<file path="config.mk">
export PLATFORM = sky130hd
export DESIGN_NAME = dpll_solver
export DESIGN_NICKNAME = d
export VERILOG_FILES = /design/src/rtl/dpll_solver.sv
export SDC_FILE = /design/constraint.sdc
export NUM_CORES = 1
export LEC_CHECK = 0
export ABC_CLOCK_PERIOD_IN_PS = 5800
export BUFFER_PORTS_ARGS = -buffer_cell sky130_fd_sc_hd__clkbuf_2
export CAP_MARGIN = 15
export CORE_ASPECT_RATIO = 1.5
export CORE_MARGIN = 2
export CORE_UTILIZATION = 64
export DETAILED_ROUTE_END_ITERATION = 8
export PLACE_DENSITY = 0.77
export SLEW_MARGIN = 40
export SYNTH_ARGS = -nofsm -noshare
export SYNTH_HDL_FRONTEND = slang
export SYNTH_SLANG_ARGS = --single-unit
</file>
<file path="constraint.sdc">
create_clock -name clk -period 5.8 [get_ports clk]
set_input_delay 1.45 -clock clk [delete_from_list [all_inputs] [get_ports clk]]
set_output_delay 1.45 -clock clk [all_outputs]
set_load 0.02 [all_outputs]
</file>
<file path="src/rtl/dpll_solver.sv">
module dpll_solver #(
  parameter int NVARS    = 16,
  parameter int NCLAUSES = 32,
  parameter int LITS     = 3
) (
  input  logic                                   clk,
  input  logic                                   rst_n,
  input  logic                                   wr_en,
  input  logic [$clog2(NCLAUSES)-1:0]            wr_addr,
  input  logic [LITS*($clog2(NVARS)+2)-1:0]      wr_data,
  input  logic                                   start,
  output logic                                   busy,
  output logic                                   done,
  output logic                                   sat
);
  localparam int VW = $clog2(NVARS);
  localparam int LW = VW + 2;
  localparam int CW = LITS * LW;
  localparam int AW = $clog2(NCLAUSES);
  localparam int SW = $clog2(NVARS + 1);
  localparam int NW = $clog2(LITS + 1);

  typedef enum logic [1:0] {S_IDLE, S_PROP, S_DEC, S_BACK} st_t;
  st_t st;

  logic [CW-1:0]  mem [NCLAUSES];
  logic [NVARS-1:0] asg, val;
  logic [VW-1:0]  tr_var [NVARS];
  logic [NVARS-1:0] tr_dec, tr_flip;
  logic [SW-1:0]  sp;
  logic [AW-1:0]  cp;
  logic           chg;

  logic [CW-1:0]  cl;
  logic           any_valid, any_true;
  logic [NW-1:0]  n_unk;
  logic [VW-1:0]  u_var;
  logic           u_pol;
  logic           any_free;
  logic [VW-1:0]  free_v;
  logic           conflict, unit;
  logic [VW-1:0]  push_i, top_i;

  assign cl     = mem[cp];
  assign busy   = (st != S_IDLE);
  assign push_i = VW'(sp);
  assign top_i  = VW'(sp - 1'b1);

  always_comb begin
    any_valid = 1'b0;
    any_true  = 1'b0;
    n_unk     = '0;
    u_var     = '0;
    u_pol     = 1'b0;
    for (int i = 0; i < LITS; i++) begin
      if (cl[i*LW + LW - 1]) begin
        any_valid = 1'b1;
        if (asg[cl[i*LW +: VW]]) begin
          if (val[cl[i*LW +: VW]] == cl[i*LW + VW]) any_true = 1'b1;
        end else begin
          n_unk = n_unk + 1'b1;
          u_var = cl[i*LW +: VW];
          u_pol = cl[i*LW + VW];
        end
      end
    end
  end

  assign conflict = any_valid && !any_true && (n_unk == '0);
  assign unit     = any_valid && !any_true && (n_unk == NW'(1));

  always_comb begin
    any_free = 1'b0;
    free_v   = '0;
    for (int i = NVARS - 1; i >= 0; i--) begin
      if (!asg[i]) begin
        any_free = 1'b1;
        free_v   = VW'(i);
      end
    end
  end

  always_ff @(posedge clk) begin
    if (!rst_n) begin
      st      <= S_IDLE;
      done    <= 1'b0;
      sat     <= 1'b0;
      asg     <= '0;
      val     <= '0;
      tr_dec  <= '0;
      tr_flip <= '0;
      sp      <= '0;
      cp      <= '0;
      chg     <= 1'b0;
      for (int i = 0; i < NCLAUSES; i++) mem[i] <= '0;
      for (int i = 0; i < NVARS; i++) tr_var[i] <= '0;
    end else begin
      if (wr_en && st == S_IDLE) mem[wr_addr] <= wr_data;
      case (st)
        S_IDLE: if (start) begin
          asg  <= '0;
          sp   <= '0;
          cp   <= '0;
          chg  <= 1'b0;
          done <= 1'b0;
          sat  <= 1'b0;
          st   <= S_PROP;
        end
        S_PROP: begin
          if (conflict) begin
            cp  <= '0;
            chg <= 1'b0;
            st  <= S_BACK;
          end else begin
            if (unit) begin
              asg[u_var]      <= 1'b1;
              val[u_var]      <= u_pol;
              tr_var[push_i]  <= u_var;
              tr_dec[push_i]  <= 1'b0;
              tr_flip[push_i] <= 1'b0;
              sp              <= sp + 1'b1;
            end
            if (cp == AW'(NCLAUSES - 1)) begin
              cp  <= '0;
              chg <= 1'b0;
              st  <= (chg || unit) ? S_PROP : S_DEC;
            end else begin
              cp  <= cp + 1'b1;
              chg <= chg || unit;
            end
          end
        end
        S_DEC: begin
          if (!any_free) begin
            done <= 1'b1;
            sat  <= 1'b1;
            st   <= S_IDLE;
          end else begin
            asg[free_v]     <= 1'b1;
            val[free_v]     <= 1'b0;
            tr_var[push_i]  <= free_v;
            tr_dec[push_i]  <= 1'b1;
            tr_flip[push_i] <= 1'b0;
            sp              <= sp + 1'b1;
            st              <= S_PROP;
          end
        end
        S_BACK: begin
          if (sp == '0) begin
            done <= 1'b1;
            sat  <= 1'b0;
            st   <= S_IDLE;
          end else if (tr_dec[top_i] && !tr_flip[top_i]) begin
            val[tr_var[top_i]] <= 1'b1;
            tr_flip[top_i]     <= 1'b1;
            st                 <= S_PROP;
          end else begin
            asg[tr_var[top_i]] <= 1'b0;
            sp                 <= sp - 1'b1;
          end
        end
        default: st <= S_IDLE;
      endcase
    end
  end
endmodule

</file>
==> metrics.md <==
| Metric | Value |
|---|---|
| Status | complete, no violations |
| Netlist cell types | 102 |
| Fin crit period | 5580 ps |
| Post-route cell area | 40400 um^2 |
| Slew HR | 41.2% |
| Syn Area/Cell | 12.7 um^2 |
| Setup Skew | 29.2 ps |
| Clk buf depth | 3 |
| Ys Warns | 0 |
| Number of port buffers | 29 |
| CP Class | reg -> reg |
| CP max stage cell | or4_1 |
| Core ar. | 56800 um^2 |
| Top cell type by total area after synthesis | edfxtp_1 |
| Worst-path clk slew | 60 ps |
| First-pass GRT wire length | 166000 um |
| Clock tree from TritonCTS | built |
| Cts repair resizes | 0 |
| Post-route setup slack | 217 ps |
| Nets@finish | 2912 |
| Drt via density | 6.94 |
| Seq cells post-synth | 724 |
| I/O pins | 30 |
| DRC viols | 0 |
| Total CTS buffers | 70 |
| CTS Hold Buffers Added | 0 |
| Total of max-cap violations | 0 |
| Root buf cell | clkbuf_16 |
| Sequential share of the synthesized area | 56.8% |
| Post-Syn Area | 36800 um^2 |
| Worst-Skew Late Latency | 640 ps |
| Num rows | 107 |
| Largest net degree at the start of global routing | 65 |
| Initial Util | 64.8% |
| RSZ-0062 raised after global routing | true |
| Critical Path, Cell by Cell | buf_12 > nor2b_2 > buf_4 > a22oi_1 > a21oi_2 > or4_1 > o2111ai_1 > a41oi_2 > a31oi_4 > inv_1 > ha_1 > xnor2_1 > nand2b_1 > a211oi_4 > a21oi_2 > buf_4 > o21ai_0 |
| Mapped Cells | 2894 |
| Critical Path RT | 6050 ps |
| CP Max Fanout | 16 |
| Clk sinks | 724 |
| Delay of the slowest critical-path stage | 730 ps |
| Cells taking the most area after synthesis | edfxtp_1 52%, and2_1 9.9%, mux4_2 7.8%, dfxtp_1 4.6%, mux2i_1 3.7% |
| Die Y | 298 um |
| H-tree levels | 3 |
| PwrDens | 326 nW/um^2 |
| 1st-iter DRT viols | 3154 |
| Die width | 200 um |
| Crit path DAT | 5830 ps |
| Initial antenna violation count | 8 |
| CP Capture Type | flip-flop |
| DP HPWL | 74400 um |
| DRT Pass-1 Iters | 6 |
| Worst min path class | reg -> reg |
| Total GRT Usage | 38.7% |
| Syn_nets | 2936 |
| Grt total ovfl | 0 |
| Critical path launch point type | flip-flop |
| Main synth FF type | edfxtp_1 |
| Fmax | 0.179 GHz |
| Total power | 13.2 mW |
| Post-synth EDFFs | 640 |
| Least-Margin Pin Slew | 871 ps |
| Layout cells sized above 1 | 17.6% |
| Fin cells | 3690 |
| Max IR drop VDD | 0.000308 V |
| Final Wtd Congestion | 1.11 |
| Post-CTS setup buffers | 0 |
| Area after DPL | 38100 um^2 |
| # setup viols final | 0 |
| Final Max Tran Viols | 0 |
| Routed wire per std cell | 30.3 um |
| Fin. Hold Viols | 0 |
| Routed WL | 112000 um |
| Reg area | 20900 um^2 |
| Vias in the first global route | 25430 |
| Min Hold Slack | 480 ps |
| DIE AREA | 59500 um^2 |
| Dpl cells | 3561 |
| Asr flop ratio synth | 0% |
| Via count | 25627 |
| Layout area overhead | 9.77% |
| FILL cells | 3911 |
| Pre-CTS setup slack | 394 ps |
| Multi-input gate area | 14900 um^2 |
| Synth top area share | 52.2% |
| LEAKAGE | 13.7 nW |
| Final antenna-violating net count | 0 |
| Period Utilization, post-route | 96.3% |
[routing by layer]
layer | GRT usage, % | vias to the layer above | share of wire, %
met2 | 60.2 | 1697 | 48
li1 | - | 10860 | -
met4 | 26.2 | 12 | 7.9
met1 | 46.5 | 12613 | 34
met3 | 11.1 | 445 | 11
met5 | 0.758 | - | 0.12
[worst paths after layout]
kind	startpoint	to	slack, ps	depth (start not counted)
max	flip-flop	tr_var[14][2]	220	17
min	tr_flip[6]	tr_flip[6]	480	2
max reg2reg	flip-flop	tr_var[14][2]	220	17
min reg2reg	tr_flip[6]	tr_flip[6]	480	2
[critical path, delay by kind of cell, from the launching register on]
family	cells	cell delay [ps]
AOI/OAI and AO/OA	8	2310
and+or+nand+nor	3	1070
buffers and inverters	4	820
DFF	1	440
adders and majority gates	1	350
xor gates and xnor gates	1	190
[power by group]
part / internal [mW] / switching (mW)
Sequential: 5.85 / 0.0954
Clock: 2.60 / 2.00
Combinational: 0.795 / 1.80
Total: 9.25 / 3.90
[layout by cell type (no fill, tap or decap), types with 60 or more instances in the layout]
cell type  count
inv_1         60
nor2_1        83
nor3_1        80
nand2_1      109
a21oi_1       74
clkbuf_16     73
buf_4        111
and2_1       585
mux4_2       127
mux2i_1      136
edfxtp_1     640
dfxtp_1       80
[through the flow]
| step | utilization [%] | setup TNS, ps |
|---|---|---|
| finish | 71.1 | 0 |
| global route | 71.1 | -87.7 |
| CTS | 71.0 | 0 |
| detailed placement | 67.1 | 0 |
| global placement | 66.5 | 0 |
| floorplan | - | 0 |
[synthesized netlist by cell type, drive strengths merged (27+ instances only)]
library cell  instances
edfxtp              640
and2                585
clkbuf              168
mux2i               136
mux4                127
nand2               109
nor2                103
o21ai               100
a21oi                87
dfxtp                84
nor3                 81
buf                  77
inv                  60
a22oi                50
a31oi                38
nand3                36
nor3b                34
o41ai                27
[cells by family (layout without fill, tap and decap cells)]
group | Yosys count | in the layout | share of synthesized area (%)
AOI/OAI and AO/OA | 501 | 501 | 9.79
xor gates and xnor gates | 6 | 6 | 0.143
adders and majority gates | 15 | 15 | 0.510
buffers and inverters | 308 | 337 | 3.99
DFF | 724 | 724 | 56.8
muxes | 278 | 278 | 11.9
other | 0 | 4 | 0
and+or+nand+nor | 1062 | 1062 | 16.8
[final cells by class]
class / instances / area share (%)
flip-flops and latches: 724 / 51.8
diodes: 4 / 0.0248
multi-input cells: 1862 / 36.8
clock buffers: 92 / 4.73
well taps: 763 / 2.36
clock inverters: 33 / 0.858
repair buffers: 150 / 2.86
inverters: 62 / 0.576
[sequential cells by signal (all words and copies together), names as in the netlist, 2 cells and up, named ones only]
register / count
st: 2
asg: 16
tr_var: 64
tr_flip: 16
sp: 5
mem: 576
cp: 5
(Power assumes the default switching activity.)
